===== src/rtl/dma_blk_pkg.sv =====
package dma_blk_pkg;

    typedef enum logic [1:0] {
        ST_IDLE  = 2'd0,
        ST_READ  = 2'd1,
        ST_WRITE = 2'd2
    } dma_state_e;

    localparam logic [1:0] STEP_INC = 2'd1;
    localparam logic [1:0] STEP_DEC = 2'd2;

    localparam logic [2:0] REG_SRC   = 3'd0;
    localparam logic [2:0] REG_DST   = 3'd1;
    localparam logic [2:0] REG_SIZE  = 3'd2;
    localparam logic [2:0] REG_COUNT = 3'd3;
    localparam logic [2:0] REG_CTRL  = 3'd4;
    localparam logic [2:0] REG_ACK   = 3'd5;

    localparam int CTRL_EN   = 0;
    localparam int CTRL_SRC  = 1;
    localparam int CTRL_DST  = 3;
    localparam int CTRL_AREA = 5;
    localparam int CTRL_WORD = 6;

endpackage


===== src/rtl/dma_addr_step.sv =====
module dma_addr_step
    import dma_blk_pkg::*;
#(
    parameter int AW = 24
) (
    input  logic [AW-1:0] addr_i,
    input  logic [1:0]    mode_i,
    input  logic          word_i,
    output logic [AW-1:0] addr_o
);
    logic [AW-1:0] stride;

    always_comb begin
        stride = word_i ? AW'(2) : AW'(1);
        case (mode_i)
            STEP_INC: addr_o = addr_i + stride;
            STEP_DEC: addr_o = addr_i - stride;
            default:  addr_o = addr_i;
        endcase
    end
endmodule


===== src/rtl/dma_blk_engine.sv =====
module dma_blk_engine
    import dma_blk_pkg::*;
#(
    parameter int AW = 24,
    parameter int DW = 16,
    parameter int SW = 8,
    parameter int CW = 16
) (
    input  logic          clk,
    input  logic          rst_n,
    input  logic          cfg_we,
    input  logic [2:0]    cfg_addr,
    input  logic [AW-1:0] cfg_wdata,
    input  logic          req,
    output logic [AW-1:0] bus_addr,
    output logic          bus_rd,
    output logic          bus_wr,
    output logic          bus_word,
    output logic [DW-1:0] bus_wdata,
    input  logic [DW-1:0] bus_rdata,
    input  logic          bus_ready,
    output logic          busy,
    output logic          done_irq
);
    localparam int BW = 8;

    typedef struct packed {
        dma_state_e    state;
        logic [AW-1:0] src;
        logic [AW-1:0] dst;
        logic [AW-1:0] base;
        logic [SW-1:0] size_cnt;
        logic [SW-1:0] size_init;
        logic [CW-1:0] blk_cnt;
        logic [DW-1:0] data;
        logic          pend;
        logic          en;
        logic          irq;
        logic [1:0]    src_mode;
        logic [1:0]    dst_mode;
        logic          area_dst;
        logic          word;
    } regs_t;

    regs_t q, d;
    logic [AW-1:0] src_next, dst_next;

    dma_addr_step #(.AW(AW)) u_src_step (
        .addr_i (q.src),
        .mode_i (q.src_mode),
        .word_i (q.word),
        .addr_o (src_next)
    );

    dma_addr_step #(.AW(AW)) u_dst_step (
        .addr_i (q.dst),
        .mode_i (q.dst_mode),
        .word_i (q.word),
        .addr_o (dst_next)
    );

    always_comb begin
        d = q;
        case (q.state)
            ST_IDLE: begin
                if (q.en && (req || q.pend)) begin
                    d.state = ST_READ;
                    d.pend  = 1'b0;
                    d.base  = q.area_dst ? q.dst : q.src;
                end
            end
            ST_READ: begin
                if (req && q.en) d.pend = 1'b1;
                if (bus_ready) begin
                    d.data  = bus_rdata;
                    d.state = ST_WRITE;
                end
            end
            ST_WRITE: begin
                if (req && q.en) d.pend = 1'b1;
                if (bus_ready) begin
                    d.src      = src_next;
                    d.dst      = dst_next;
                    d.size_cnt = q.size_cnt - 1'b1;
                    d.state    = ST_READ;
                    if (q.size_cnt == SW'(1)) begin
                        d.size_cnt = q.size_init;
                        if (q.area_dst) d.dst = q.base;
                        else            d.src = q.base;
                        d.blk_cnt = q.blk_cnt - 1'b1;
                        d.state   = ST_IDLE;
                        if (q.blk_cnt == CW'(1)) begin
                            d.en   = 1'b0;
                            d.irq  = 1'b1;
                            d.pend = 1'b0;
                        end
                    end
                end
            end
            default: d.state = ST_IDLE;
        endcase

        if (cfg_we) begin
            case (cfg_addr)
                REG_SRC:   d.src = cfg_wdata;
                REG_DST:   d.dst = cfg_wdata;
                REG_SIZE: begin
                    d.size_init = cfg_wdata[SW-1:0];
                    d.size_cnt  = cfg_wdata[SW-1:0];
                end
                REG_COUNT: d.blk_cnt = cfg_wdata[CW-1:0];
                REG_CTRL: begin
                    d.en       = cfg_wdata[CTRL_EN];
                    d.src_mode = cfg_wdata[CTRL_SRC +: 2];
                    d.dst_mode = cfg_wdata[CTRL_DST +: 2];
                    d.area_dst = cfg_wdata[CTRL_AREA];
                    d.word     = cfg_wdata[CTRL_WORD];
                    if (!cfg_wdata[CTRL_EN]) d.pend = 1'b0;
                end
                REG_ACK:   d.irq = 1'b0;
                default: ;
            endcase
        end
    end

    always_ff @(posedge clk) begin
        if (!rst_n) q <= '0;
        else        q <= d;
    end

    assign bus_rd    = (q.state == ST_READ);
    assign bus_wr    = (q.state == ST_WRITE);
    assign bus_addr  = bus_wr ? q.dst : q.src;
    assign bus_word  = q.word;
    assign bus_wdata = q.word ? q.data : {{(DW-BW){1'b0}}, q.data[BW-1:0]};
    assign busy      = (q.state != ST_IDLE);
    assign done_irq  = q.irq;

    AST_RD_HOLD: assert property (@(posedge clk) disable iff (!rst_n)
        (bus_rd && !bus_ready && !cfg_we) |=> (bus_rd && $stable(bus_addr)));
    AST_WR_AFTER_RD: assert property (@(posedge clk) disable iff (!rst_n)
        (bus_rd && bus_ready) |=> bus_wr);
    AST_START_NEEDS_EN: assert property (@(posedge clk) disable iff (!rst_n)
        $rose(busy) |-> $past(q.en));
    AST_IRQ_STICKY: assert property (@(posedge clk) disable iff (!rst_n)
        (done_irq && !(cfg_we && cfg_addr == REG_ACK)) |=> done_irq);
    AST_SIZE_RELOAD: assert property (@(posedge clk) disable iff (!rst_n)
        (bus_wr && bus_ready && q.size_cnt == SW'(1) && !cfg_we) |=> (q.size_cnt == q.size_init));
    AST_DONE_DISABLES: assert property (@(posedge clk) disable iff (!rst_n)
        ($rose(done_irq) && !$past(cfg_we)) |-> (!q.en && !busy));
endmodule


===== config.mk =====
export PLATFORM = sky130hd
export DESIGN_NAME = dma_blk_engine
export DESIGN_NICKNAME = d
export VERILOG_FILES = /design/src/rtl/dma_blk_pkg.sv /design/src/rtl/dma_addr_step.sv /design/src/rtl/dma_blk_engine.sv
export SDC_FILE = /design/constraint.sdc
export NUM_CORES = 1
export LEC_CHECK = 0
export BUFFER_PORTS_ARGS = -buffer_cell sky130_fd_sc_hd__buf_2
export CORE_AREA = 3 3 142 144
export CTS_CLUSTER_SIZE = 16
export DETAILED_ROUTE_END_ITERATION = 8
export DIE_AREA = 0 0 145 147
export PLACE_DENSITY_LB_ADDON = 0.08
export SLEW_MARGIN = 20
export SYNTH_ARGS = -nofsm -noshare
export SYNTH_HDL_FRONTEND = slang
export SYNTH_HIERARCHICAL = 1
export SYNTH_SLANG_ARGS = --single-unit

===== constraint.sdc =====
create_clock -name clk -period 3.8 [get_ports clk]
set_clock_uncertainty 0.05 [all_clocks]
set_input_delay 0.95 -clock clk [delete_from_list [all_inputs] [get_ports clk]]
set_output_delay 0.95 -clock clk [all_outputs]
set_load 0.1 [all_outputs]

# Word-level counts from Yosys, hierarchy flattened
# Cells that the tools add are included.
# totals
ff_bits	131
inputBits	48
output_inout_bits	45
word_cells	86
# op_classes
addsub	6
eq_ne	16
n_mux	38
reduce_logical	11
# ops
op	n
2-to-1 mux 24 bit	6
2-to-1 mux 16 bit	6
2-to-1 mux 48 bit	2
case mux 24 bit (2 select lines)	2
2-to-1 mux 50 bit	1
2-to-1 mux 49 bit	1
adder 24 bit	2
subtractor 24 bit	2
2-to-1 mux 32 bit	1
2-to-1 mux 8 bit	3
== test 16 x 1 -> 1 bit (second input constant)	1
subtractor 16 x 1 -> 16 bit (second input constant)	1
2-to-1 mux 2 bit	5
2-to-1 mux 3 bit	3
2-to-1 mux 9 bit	1
== test 8 x 1 -> 1 bit (second input constant)	1
AND reduction 2 bit	4
subtractor 8 x 1 -> 8 bit (second input constant)	1
== test 2 x 1 -> 1 bit (second input constant)	3
== test 2 bit (second input constant)	3
== test 3 x 2 -> 1 bit (second input constant)	2
== test 3 bit (second input constant)	2
2-to-1 mux 6 bit	1
case mux 2 bit (3 select lines)	1
11 further kinds	16

# Longest topological paths before layout
# depth
ltp_word	9
depth_mapped	18

# Cells and area by module
# Netlist, hierarchy kept.
# modules_own_cells
module	n_inst	cells_per_inst	area_each_um2	seq_area_each_um2
dma_blk_engine	1	843	6822.8	2622.5
dma_addr_step	2	294	1821.7	0.0

# Worst setup path before layout
# No wires, ideal clock.
# synth_path
kind	register -> register
start	register q[2] (netlist bit)
end	register q[103] (netlist bit)
setup_ps	87
arrival_time_ps	3595
setup_slack_ps	68
stages_incl_launch_ff	19
path_buffers	4
period_less_slack_ps	3732
path_cell_list	dfxtp_1 > inv_1 > ha_1 > buf_4 > inv_2 > clkbuf_1 > clkbuf_1 > nor2_1 > fa_1 > clkbuf_1 > and2_1 > a32oi_1 > a211oi_1 > o211a_1 > or3_1 > nand3_1 > xnor2_1 > nor3_1 > o31ai_1
# synth_via
elab_chain_len	8
word_cells_on_any_way	9
cone_classes	eq/ne: 2; mux: 7
# synth_rtl
item	line_no	rtl
start: declaration	dma_blk_engine.sv:45	regs_t q, d;
start signal: assignment	dma_blk_engine.sv:127	if (!rst_n) q <= '0;
start signal: assignment	dma_blk_engine.sv:128	else q <= d;
== test 2 bit or == test 2 x 1 -> 1 bit (tied branches)	dma_addr_step.sv:15	case (mode_i)
case mux 24 bit (2 select lines) (*)	dma_addr_step.sv:15	
via dst_next[22]	dma_blk_engine.sv:46	logic [AW-1:0] src_next, dst_next;
2-to-1 mux 24 bit	dma_blk_engine.sv:88	if (q.area_dst) d.dst = q.base;
2-to-1 mux 49 bit (*)	dma_blk_engine.sv:86	if (q.size_cnt == SW'(1)) begin
2-to-1 mux 50 bit (*)	dma_blk_engine.sv:81	if (bus_ready) begin
2-to-1 mux 48 bit (*)	dma_blk_engine.sv:64	case (q.state)
2-to-1 mux 24 bit	dma_blk_engine.sv:104	case (cfg_addr)
2-to-1 mux 48 bit (*)	dma_blk_engine.sv:103	if (cfg_we) begin
# Mark *: on every way through the listed nets, which the timed path passes. The rest lies on a longest branch. The select of a mux whose other input is x is not followed.
# A chain may end at the register's enable or synchronous reset.

# Final worst setup path
# layout_path
start	register q (netlist bit bus_word)
end	register q[99] (netlist bit)
# layout_via
elab_chain_len	9
word_cells_on_any_way	10
cone_classes	add/sub: 2; mux: 8
# layout_rtl
item	line_no	rtl
2-to-1 mux 2 bit (*)	dma_addr_step.sv:14	stride = word_i ? AW'(2) : AW'(1);
subtractor 24 bit or adder 24 bit (tied branches)	dma_addr_step.sv:17, dma_addr_step.sv:16	
case mux 24 bit (2 select lines) (*)	dma_addr_step.sv:15	
via dst_next[18]	dma_blk_engine.sv:46	
2-to-1 mux 24 bit	dma_blk_engine.sv:88	
2-to-1 mux 49 bit (*)	dma_blk_engine.sv:86	
2-to-1 mux 50 bit (*)	dma_blk_engine.sv:81	
2-to-1 mux 48 bit (*)	dma_blk_engine.sv:64	
2-to-1 mux 24 bit	dma_blk_engine.sv:104	
2-to-1 mux 48 bit (*)	dma_blk_engine.sv:103	
# Marked as above.

==> metrics.cfg <==
[route]
drtPass1Iterations = 8
vias = 10900
wirelength_microns = 33400
drc = 0
viasPerCell = 6.42
wire_per_inst_microns = 19.7
drt_iter0_markers = 902
ant_nets = 0

[logic_synthesis]
synthesis.instances = 1431
ys_ff_latch = 131
synth_top_cells_by_area = dfxtp_1, o21ai_0, nor3_1
synth_top_area_share = 0.251
ys_types = 74
async_reset_ff_frac = 0
synth.avg_cell_area_sq_um = 7.31
yosys_warnings = 6
synth_top_flop_cell = dfxtp_1
ys_seq_area_frac = 0.251
synth_edf_count = 0
syn-num-nets = 1493
synth.largest_area_cell = dfxtp_1
netlist_area_sq_um = 10500

[setup_path]
end_kind = register
crit_chain = inv_1 -> ha_1 -> inv_1 -> fa_1 -> and2_1 -> a32oi_1 -> a211oi_1 -> o21ai_0 -> and3_1 -> o21ai_1 -> xnor2_1 -> nor3_1 -> o31ai_1
max_stage_delay_ns = 0.67
worstSetupPathType = reg2reg
r2r_slack_ns = 0.55
path_max_fanout = 14
path_buf_inv = 2
path_common_cell = inv_1
reg2reg_from = bus_word
timing.rr.end = q[99]
reg2reg_depth = 13
cp_top_family = compound AO/OA/AOI/OAI gates
slowest_stage = dfxtp_1
crit_arrival_ns = 3.54
required_ns = 4.09
cp-start-kind = register

[clocking]
h-tree-depth = 4
cts_tree = yes
clk_pin_slew_ns = 0.07
cts_buffers = 17
post_cts_buffers = 0
cts_resized = 0
insertion_delay_ns = 0.44
cts_num_sinks = 131
clockRootBuffer = clkbuf_16
cts_hold_buf = 0
cts_buffer_depth = 2

[pwr]
max-vdd-ir-drop_v = 0.000314
p_comb_frac = 0.115
power_switching_mw = 1.08
seq_power_share = 0.418
powerDensity_nw_per_um2 = 305
switching_share = 0.308
power.leakage_nw = 3.86
clockPowerShare = 0.467
intPower_mw = 2.42

[hold_path]
hold_path_depth = 2
min_to = q[12]
worstHoldPathType = reg2reg
hp-start = q[12]

[layout]
syn_to_final_growth_pct = 9.46
stdcell_count = 1699
final_cell_mix = nand2_1, dfxtp_1, nor2_1, o21ai_0, nor3_1
antenna_cells = 0
fin_nets = 1488
final_common_cell = nand2_1
fin_area_sq_um = 11500
drive_above_1_share = 0.163

[floorplanning]
start_util = 0.556
fp.dieH_microns = 147
rows = 50
die_area_sq_um = 21300
num_io_pins = 93
core_sq_um = 18800
die_w_microns = 145

[global_route]
grt_max_degree = 57
grt_pass1_wl_microns = 52500
grt_antenna_before_repair = 0
grt_util_all_layers = 0.298
grt_pass1_vias = 9818
grt_remaining_overflow = 0

[timing]
fmax_ghz = 0.308
fin_crit_ns = 3.25
hold_violations = 0
setup_ws_ns = 0.551
maxSlewHeadroom = 0.333
fin_crit_sh = 0.855
rsz0062_at_grt = no
worstMarginPinSlew_ns = 1.00
finalSetupViolCount = 0
hold_ws_ns = 0.400
drv_slew = 0
fin_tns_setup_ns = 0

[placement]
gp_congestion = 0.909
dpl.cell_count = 1667
place_ws_ns = 0.562
placed_area_sq_um = 10900
port_buffers = 92
hpwl_microns = 22900

[status]
status = completed

[run]
maxCapViolCount = 0

[flip-flops by register name, summed over array words and instances, names as in the netlist]
register	cells
bus_word	1
done_irq	1
q	129
[final cells by class]
type / instances / area (sq um)
clock inverters: 14 / 135
repair buffers: 127 / 748
well taps: 260 / 325
multi-input cells: 1121 / 7080
flip-flops and latches: 131 / 2620
fillers: 1776 / 7370
inverters: 28 / 105
clock buffers: 18 / 439
[cell families after synthesis]
| group | after synthesis | synth area share |
|---|---|---|
| and+or+nand+nor | 559 | 0.280 |
| AOI/OAI and AO/OA | 416 | 0.255 |
| buffers and inverters | 179 | 0.0745 |
| DFF | 131 | 0.251 |
| muxes | 67 | 0.0675 |
| xor gates and xnor gates | 65 | 0.0544 |
| adders and majority gates | 14 | 0.0182 |
[metal layers]
metal	part of all wire	track usage	wire length (microns)
met1	0.44	0.399	14700
met2	0.46	0.489	15300
met3	0.068	0.0450	2270
met4	0.032	0.115	1070
met5	0	0	0
[power groups by stage]
stage          Sequential [mW]  Combinational (mW)  Clock [mW]
6_report                  1.46               0.403        1.63
5_1_grt                   1.47               0.431        1.70
4_1_cts                   1.46               0.395        1.63
3_5_place_dp              1.49               0.392           0
3_3_place_gp              1.49               0.390           0
2_1_floorplan             1.46               0.299           0
[through the flow]
| step | utilization | power (mW) |
|---|---|---|
| final | 0.608 | 3.49 |
| after global routing | 0.608 | 3.59 |
| after CTS | 0.608 | 3.49 |
| after detailed placement | 0.578 | 1.88 |
| after global placement | 0.578 | 1.88 |
| after floorplan | - | 1.75 |
[worst max path at each step]
stage               startpoint     end  cells past startpoint
floorplan                 q[2]  q[103]                     18
global placement      bus_word  q[127]                     11
detailed placement    bus_word  q[127]                     11
CTS                   bus_word  q[127]                     11
global route          bus_word  q[123]                     13
finish                bus_word   q[99]                     13
[worst min-delay path, cell delays in order, from the launching register on]
cell and delay, ns:
dfxtp_1 0.31, nand2_1 0.05, a21oi_1 0.05
[synth_stat cells (9+ instances only)]
| cell type | number |
|---|---|
| nand2_1 | 136 |
| dfxtp_1 | 131 |
| nor2_1 | 114 |
| o21ai_0 | 114 |
| nor3_1 | 111 |
| clkbuf_1 | 92 |
| a21oi_1 | 65 |
| o31ai_1 | 61 |
| nand3_1 | 43 |
| xnor2_1 | 43 |
| mux2i_1 | 38 |
| buf_2 | 32 |
| o21ai_1 | 32 |
| a211oi_1 | 27 |
| mux2_2 | 27 |
| inv_1 | 22 |
| xor2_1 | 22 |
| a31oi_1 | 21 |
| nor3_2 | 20 |
| nor2b_1 | 17 |
| a32oi_1 | 16 |
| buf_4 | 14 |
| and2_1 | 13 |
| or4_1 | 13 |
| a22oi_1 | 12 |
| ha_1 | 12 |
| or3_1 | 12 |
| buf_1 | 11 |
| and3_1 | 10 |
| nand3b_1 | 9 |
| o211ai_1 | 9 |
| o21a_1 | 9 |
Note: power is estimated with default switching activity, not from simulation.
